[src/rtl/ffr_pkg.sv]
package ffr_pkg;

  // Which update an entry of the future file takes in a given cycle.
  typedef enum logic [1:0] {
    UPD_HOLD    = 2'd0,
    UPD_RECOVER = 2'd1,
    UPD_ALLOC   = 2'd2,
    UPD_FILL    = 2'd3
  } upd_e;

  // Priority: recovery, then allocation, then a tag-matched fill.
  function automatic upd_e pick_update(input logic rec, input logic alloc, input logic fill);
    if (rec)        return UPD_RECOVER;
    else if (alloc) return UPD_ALLOC;
    else if (fill)  return UPD_FILL;
    else            return UPD_HOLD;
  endfunction

  // A fill needs a waiting entry whose stored tag equals the broadcast tag.
  function automatic logic tag_fill(input logic bcast, input logic waiting, input logic same_tag);
    return bcast && waiting && same_tag;
  endfunction

endpackage

[src/rtl/ffr_commit_file.sv]
module ffr_commit_file #(
  parameter int NUM_ARCH = 16,
  parameter int DATA_W   = 32,
  localparam int REG_W   = $clog2(NUM_ARCH)
) (
  input  logic                       clk,
  input  logic                       rst_n,
  input  logic                       ret_en,
  input  logic [REG_W-1:0]           ret_reg,
  input  logic [DATA_W-1:0]          ret_data,
  output logic [NUM_ARCH*DATA_W-1:0] rec_flat
);

  logic [DATA_W-1:0] com_q [NUM_ARCH];
  logic [NUM_ARCH-1:0] ret_hit;

  for (genvar i = 0; i < NUM_ARCH; i++) begin : g_reg
    assign ret_hit[i] = ret_en && (ret_reg == REG_W'(i));

    always_ff @(posedge clk or negedge rst_n) begin
      if (!rst_n)          com_q[i] <= '0;
      else if (ret_hit[i]) com_q[i] <= ret_data;
    end

    // The value recovery copies includes a retire in the same cycle.
    assign rec_flat[i*DATA_W +: DATA_W] = ret_hit[i] ? ret_data : com_q[i];

    AST_RETIRE_WRITES: assert property (@(posedge clk) disable iff (!rst_n)
      ret_hit[i] |=> com_q[i] == $past(ret_data));
    AST_COMMIT_HOLDS: assert property (@(posedge clk) disable iff (!rst_n)
      !ret_hit[i] |=> $stable(com_q[i]));
  end

endmodule

[src/rtl/ffr_future_file.sv]
module ffr_future_file
  import ffr_pkg::*;
#(
  parameter int NUM_ARCH = 16,
  parameter int DATA_W   = 32,
  parameter int TAG_W    = 8,
  localparam int REG_W   = $clog2(NUM_ARCH)
) (
  input  logic                       clk,
  input  logic                       rst_n,
  input  logic                       alloc_en,
  input  logic [REG_W-1:0]           alloc_reg,
  input  logic [TAG_W-1:0]           alloc_tag,
  input  logic                       wb_en,
  input  logic [TAG_W-1:0]           wb_tag,
  input  logic [DATA_W-1:0]          wb_data,
  input  logic                       rec_en,
  input  logic [NUM_ARCH*DATA_W-1:0] rec_flat,
  output logic [NUM_ARCH*DATA_W-1:0] val_flat,
  output logic [NUM_ARCH*TAG_W-1:0]  tag_flat,
  output logic [NUM_ARCH-1:0]        vld
);

  logic [DATA_W-1:0] val_q [NUM_ARCH];
  logic [TAG_W-1:0]  tag_q [NUM_ARCH];
  logic [NUM_ARCH-1:0] alloc_hit;
  logic [NUM_ARCH-1:0] fill_hit;
  upd_e                upd [NUM_ARCH];

  for (genvar i = 0; i < NUM_ARCH; i++) begin : g_ent
    assign alloc_hit[i] = alloc_en && (alloc_reg == REG_W'(i));
    assign fill_hit[i]  = tag_fill(wb_en, !vld[i], tag_q[i] == wb_tag);
    assign upd[i]       = pick_update(rec_en, alloc_hit[i], fill_hit[i]);

    always_ff @(posedge clk or negedge rst_n) begin
      if (!rst_n) begin
        val_q[i] <= '0;
        tag_q[i] <= '0;
        vld[i]   <= 1'b1;
      end else begin
        case (upd[i])
          UPD_RECOVER: begin
            val_q[i] <= rec_flat[i*DATA_W +: DATA_W];
            vld[i]   <= 1'b1;
          end
          UPD_ALLOC: begin
            tag_q[i] <= alloc_tag;
            vld[i]   <= 1'b0;
          end
          UPD_FILL: begin
            val_q[i] <= wb_data;
            vld[i]   <= 1'b1;
          end
          default: ;
        endcase
      end
    end

    assign val_flat[i*DATA_W +: DATA_W] = val_q[i];
    assign tag_flat[i*TAG_W +: TAG_W]   = tag_q[i];

    AST_ALLOC_WAITS: assert property (@(posedge clk) disable iff (!rst_n)
      (alloc_hit[i] && !rec_en) |=> (!vld[i] && tag_q[i] == $past(alloc_tag)));
    AST_FILL_WRITES: assert property (@(posedge clk) disable iff (!rst_n)
      (fill_hit[i] && !alloc_hit[i] && !rec_en) |=> (vld[i] && val_q[i] == $past(wb_data)));
    AST_MISS_HOLDS: assert property (@(posedge clk) disable iff (!rst_n)
      (!fill_hit[i] && !alloc_hit[i] && !rec_en) |=> ($stable(val_q[i]) && $stable(vld[i])));
    AST_RECOVER_COPIES: assert property (@(posedge clk) disable iff (!rst_n)
      rec_en |=> (vld[i] && val_q[i] == $past(rec_flat[i*DATA_W +: DATA_W])));
  end

  AST_ONE_ALLOC: assert property (@(posedge clk) disable iff (!rst_n)
    $onehot0(alloc_hit));

endmodule

[src/rtl/ffr_src_port.sv]
module ffr_src_port #(
  parameter int NUM_ARCH = 16,
  parameter int DATA_W   = 32,
  parameter int TAG_W    = 8,
  localparam int REG_W   = $clog2(NUM_ARCH)
) (
  input  logic                       clk,
  input  logic                       rst_n,
  input  logic [REG_W-1:0]           sel,
  input  logic [NUM_ARCH*DATA_W-1:0] val_flat,
  input  logic [NUM_ARCH*TAG_W-1:0]  tag_flat,
  input  logic [NUM_ARCH-1:0]        vld,
  input  logic                       wb_en,
  input  logic [TAG_W-1:0]           wb_tag,
  input  logic [DATA_W-1:0]          wb_data,
  output logic                       ready,
  output logic [DATA_W-1:0]          value,
  output logic [TAG_W-1:0]           tag
);

  logic [DATA_W-1:0] ent_val;
  logic [TAG_W-1:0]  ent_tag;
  logic              ent_vld;
  logic              bypass_hit;

  assign ent_val    = val_flat[int'(sel)*DATA_W +: DATA_W];
  assign ent_tag    = tag_flat[int'(sel)*TAG_W +: TAG_W];
  assign ent_vld    = vld[sel];
  assign bypass_hit = wb_en && !ent_vld && (ent_tag == wb_tag);

  always_comb begin
    ready = ent_vld || bypass_hit;
    tag   = ent_tag;
    if (ent_vld)         value = ent_val;
    else if (bypass_hit) value = wb_data;
    else                 value = '0;
  end

  AST_WAIT_GIVES_TAG: assert property (@(posedge clk) disable iff (!rst_n)
    !ready |-> (!vld[sel] && tag == tag_flat[int'(sel)*TAG_W +: TAG_W]));
  AST_BYPASS_VALUE: assert property (@(posedge clk) disable iff (!rst_n)
    (ready && !vld[sel]) |-> (wb_en && value == wb_data));

endmodule

[src/rtl/ffr_unit.sv]
module ffr_unit #(
  parameter int NUM_ARCH = 16,
  parameter int DATA_W   = 32,
  parameter int TAG_W    = 8,
  parameter int N_SRC    = 2,
  localparam int REG_W   = $clog2(NUM_ARCH)
) (
  input  logic                     clk,
  input  logic                     rst_n,
  input  logic [N_SRC*REG_W-1:0]   src_reg,
  output logic [N_SRC-1:0]         src_ready,
  output logic [N_SRC*DATA_W-1:0]  src_value,
  output logic [N_SRC*TAG_W-1:0]   src_tag,
  input  logic                     alloc_en,
  input  logic [REG_W-1:0]         alloc_reg,
  input  logic [TAG_W-1:0]         alloc_tag,
  input  logic                     wb_en,
  input  logic [TAG_W-1:0]         wb_tag,
  input  logic [DATA_W-1:0]        wb_data,
  input  logic                     ret_en,
  input  logic [REG_W-1:0]         ret_reg,
  input  logic [DATA_W-1:0]        ret_data,
  input  logic                     recover
);

  logic [NUM_ARCH*DATA_W-1:0] rec_flat;
  logic [NUM_ARCH*DATA_W-1:0] val_flat;
  logic [NUM_ARCH*TAG_W-1:0]  tag_flat;
  logic [NUM_ARCH-1:0]        vld;

  ffr_commit_file #(.NUM_ARCH(NUM_ARCH), .DATA_W(DATA_W)) u_commit (
    .clk(clk), .rst_n(rst_n), .ret_en(ret_en), .ret_reg(ret_reg),
    .ret_data(ret_data), .rec_flat(rec_flat)
  );

  ffr_future_file #(.NUM_ARCH(NUM_ARCH), .DATA_W(DATA_W), .TAG_W(TAG_W)) u_future (
    .clk(clk), .rst_n(rst_n), .alloc_en(alloc_en), .alloc_reg(alloc_reg),
    .alloc_tag(alloc_tag), .wb_en(wb_en), .wb_tag(wb_tag), .wb_data(wb_data),
    .rec_en(recover), .rec_flat(rec_flat), .val_flat(val_flat),
    .tag_flat(tag_flat), .vld(vld)
  );

  for (genvar s = 0; s < N_SRC; s++) begin : g_src
    ffr_src_port #(.NUM_ARCH(NUM_ARCH), .DATA_W(DATA_W), .TAG_W(TAG_W)) u_port (
      .clk(clk), .rst_n(rst_n), .sel(src_reg[s*REG_W +: REG_W]),
      .val_flat(val_flat), .tag_flat(tag_flat), .vld(vld),
      .wb_en(wb_en), .wb_tag(wb_tag), .wb_data(wb_data),
      .ready(src_ready[s]), .value(src_value[s*DATA_W +: DATA_W]),
      .tag(src_tag[s*TAG_W +: TAG_W])
    );
  end

  AST_RECOVER_ALL_VALID: assert property (@(posedge clk) disable iff (!rst_n)
    recover |=> (&vld));
  AST_RESET_ALL_VALID: assert property (@(posedge clk)
    $rose(rst_n) |-> (&vld));
  AST_RETIRE_RECOVER_MERGE: assert property (@(posedge clk) disable iff (!rst_n)
    (ret_en && recover) |=> (val_flat[int'($past(ret_reg))*DATA_W +: DATA_W] == $past(ret_data)));

endmodule

[config.mk]
export PLATFORM = sky130hd
export DESIGN_NAME = ffr_unit
export DESIGN_NICKNAME = d
export VERILOG_FILES = /design/src/rtl/ffr_pkg.sv /design/src/rtl/ffr_commit_file.sv /design/src/rtl/ffr_future_file.sv /design/src/rtl/ffr_src_port.sv /design/src/rtl/ffr_unit.sv
export SDC_FILE = /design/constraint.sdc
export NUM_CORES = 2
export LEC_CHECK = 0
export BUFFER_PORTS_ARGS = -buffer_cell sky130_fd_sc_hd__buf_2
export CELL_PAD_IN_SITES_DETAIL_PLACEMENT = 1
export CELL_PAD_IN_SITES_GLOBAL_PLACEMENT = 1
export CORE_UTILIZATION = 57
export DETAILED_ROUTE_END_ITERATION = 16
export PLACE_DENSITY = 0.83
export SLEW_MARGIN = 25
export SYNTH_ARGS = -nofsm -noshare
export SYNTH_HDL_FRONTEND = slang
export SYNTH_HIERARCHICAL = 1
export SYNTH_SLANG_ARGS = --single-unit
[constraint.sdc]
create_clock -name clk -period 5.5 [get_ports clk]
set_clock_uncertainty 0.2 [all_clocks]
set_input_delay 0.55 -clock clk [delete_from_list [all_inputs] [get_ports clk]]
set_output_delay 0.55 -clock clk [all_outputs]
set_load 0.05 [all_outputs]
==> flow_summary_export.csv <==
group,metric,value,unit
run_status,status,"finished clean",
worst_hold_path,min_from,"wb_data[17]",
cells_and_area,nets,4812,
sta,hold_violations,0,
grt,grt_start_max_net_pins,142,
sta,finalCriticalPeriod,5370,ps
cells_and_area,final_util,63.4,%
sta,setup_tns,0,ps
worst_setup_path,arrival,4620,ps
routing,post_drt_wl_per_cell,36.0,um
clocking,cts_resized,0,
clocking,clk_pin_slew,60,ps
grt,grt_pass1_vias,49704,
floorplan,die_x,334,um
floorplan,std_cell_rows,121,
yosys,syn_area_per_cell,13.2,um2
worst_setup_path,worstSetupPathType,"reg -> out",
routing,drc,0,
worst_setup_path,reg2reg_depth,6,
sta,finalSetupViolations,0,
worst_setup_path,crit_fanout,32,
cells_and_area,stdcell_count,6226,
routing,routed_wirelength,224,mm
worst_setup_path,cp_cell_sequence,"mux2i_1 > a221oi_1 > mux2_2 > or4b_1 > or4_4 > o21ai_0 > buf_12",
yosys,ys.flop_type,"dfrtp_1",
clocking,cts_root_buffer,"clkbuf_16",
routing,drt_iter0_markers,5446,
worst_hold_path,min-delay-path-class,"in -> reg",
pwr,power.density,401,mW/mm2
yosys,synth_edf_count,0,
worst_setup_path,slowest_stage,"or4_4",
cells_and_area,final_cell_mix,"1152 x dfrtp_1, 854 x mux2_2, 314 x mux4_2",
clocking,post-cts-setup-buffers,0,
worst_hold_path,min_to,"u_future/val_flat[369]",
sta,finalCritPeriodShare,97.7,%
worst_setup_path,critPathTopFamily,"simple AND/OR/NAND/NOR gates",
worst_setup_path,worstPathRequired,4750,ps
yosys,syn-num-nets,4839,
sta,fmax,186,MHz
clocking,cts_tree,"yes",
floorplan,dieHeight,334,um
placement,place_congestion,0.880,
floorplan,die_area,0.111,mm2
worst_setup_path,cp-start-kind,"flip-flop",
cells_and_area,area_delta_synth_final,10.2,%
sta,worst_pin_slew,1160,ps
worst_setup_path,path_buf_inv,1,
clocking,numCtsBuffers,131,
floorplan,start_util,57.6,%
worst_setup_path,reg2reg_to,"u_future/val_flat[344]",
yosys,synth_seq_cells,1168,
routing,drt_pass1_iterations,5,
grt,antenna_found_initial,10,
yosys,ys_types,67,
clocking,cts_buffer_depth,3,
routing,ant_nets,0,
yosys,yosysSeqAreaShare,46.6,%
routing,viasPerCell,7.34,
clocking,clock-sinks,1168,
pwr,peakVddDrop,271,uV
cells_and_area,n_fill_cell,10200,
job,maxCapViolations,0,
worst_hold_path,min_path_cells,3,
floorplan,ios,184,
clocking,cts_hold_buffers,21,
grt,grt_pass1_wl,335,mm
yosys,ys_top_cells_by_area,"dfrtp_1 46%, mux2_2 15%, mux4_2 11%",
yosys,synth_top_cell_by_area,"dfrtp_1",
worst_setup_path,reg2reg_slack,1930,ps
sta,rsz0062_at_grt,"false",
placement,hpwlAfterDp,128,mm
sta,max_slew_margin,22.7,%
clocking,clk_latency,760,ps
placement,numPortBuffers,183,
worst_setup_path,worstReg2RegStart,"u_future/tag_flat[87]",
worst_setup_path,cpPeakStageDelay,970,ps
placement,placedCellCount,5967,
routing,vias,45726,
yosys,syn_area,0.0628,mm2
cells_and_area,final_common_cell,"dfrtp_1",
cells_and_area,layout-drive-gt1-share,38.3,%
yosys,netlist_instances,4737,
grt,grt_usage,40.5,%
clocking,cts.htree.levels,4,
floorplan,core,0.109,mm2
yosys,ys_warn_count,6,
grt,grt_overflow_total,0,
worst_setup_path,critPathCaptureType,"output port",
yosys,async_flop_share,100,%
yosys,synth_largest_type_area_fraction,45.9,%
sta,report.final.slew_viol_count,0,
pwr,p_leak,0.0299,uW
==> state kept, by name, indices dropped and copies added, names as in the netlist <==
name and count:
u_future/tag_flat 128, u_commit/com_q 512, u_future/vld 16, u_future/val_flat 512
==> layer usage <==
layer	routed length (um)	up-vias	GRT usage (%)
met2	106000	2981	63.0
met1	84700	24185	53.1
met4	12800	10	22.2
met3	21300	833	9.04
li1	-	17717	-
met5	80	-	0
==> cell usage after synthesis (7+ instances only) <==
cell type,number
nand3_1,81
nor2b_1,45
o21ai_0,142
mux2_4,46
dfstp_2,16
nor4_1,7
nor2_1,35
mux4_2,314
buf_2,156
inv_1,139
nor3b_1,224
xnor2_1,37
buf_6,33
o31a_1,11
clkbuf_1,237
and3_1,9
mux2i_1,186
nand2_1,174
buf_1,24
o21ai_1,60
nand2b_1,51
o311ai_0,64
a221o_1,256
o21ai_2,60
buf_4,19
mux2_1,70
mux2_2,854
a21oi_1,37
xor2_1,98
nor3_1,13
dfrtp_1,1152
==> power by group <==
group | internal [uW] | switching (uW)
clock | 5460 | 3800
combinational | 3320 | 3280
sequential | 10500 | 1390
==> area by class of cell <==
class                      count  area (um2)  share of cell area (%)
clock buffer                 188        3790                    5.48
timing repair buffer         312        2320                    3.36
sequential                  1168       29200                    42.3
inverter                     139         522                   0.755
tap                         1414        1770                    2.56
antenna                        5        12.5                  0.0181
multi-input combinational   2958       30800                    44.6
clock inverter                42         652                   0.943
==> cell families after synthesis <==
logic type	count (synthesis)	share of synthesized area [%]
multiplexers	1472	32.0
XOR/XNOR	135	1.88
flip-flops	1168	46.6
AO/OA/AOI/OAI	659	8.35
buffers and inverters	611	4.55
AND/OR/NAND/NOR	692	6.61
==> through the flow <==
stage                     hold slack, ps  cell area (um2)  worst slack [ps]  total power, uW
after floorplan                     54.4            62800               353            16100
after global placement               260            64400               600            17600
after detailed placement             274            64400               515            18200
after CTS                         0.0667            69000              79.5            27600
after global routing                44.2            69100              3.27            28600
final                               29.2            69100               127            27700
==> tightest hold or removal path: cells and delay by family <==
family | cells | cell delay [ps]
AO/OA/AOI/OAI | 1 | 90
multiplexers | 1 | 140
buffers and inverters | 1 | 150
==> worst max path at each step <==
stage,startpoint,endpoint,slack (ps),cells past startpoint
2_1_floorplan,src_reg[1],src_value[0],350,10
3_3_place_gp,src_reg[5],src_value[32],600,9
3_5_place_dp,src_reg[1],src_value[0],510,10
4_1_cts,u_future/tag_flat[10],src_value[0],80,7
5_1_grt,u_future/tag_flat[90],src_value[0],3,8
6_report,u_future/tag_flat[10],src_value[0],130,7
(Power assumes the default switching activity.)
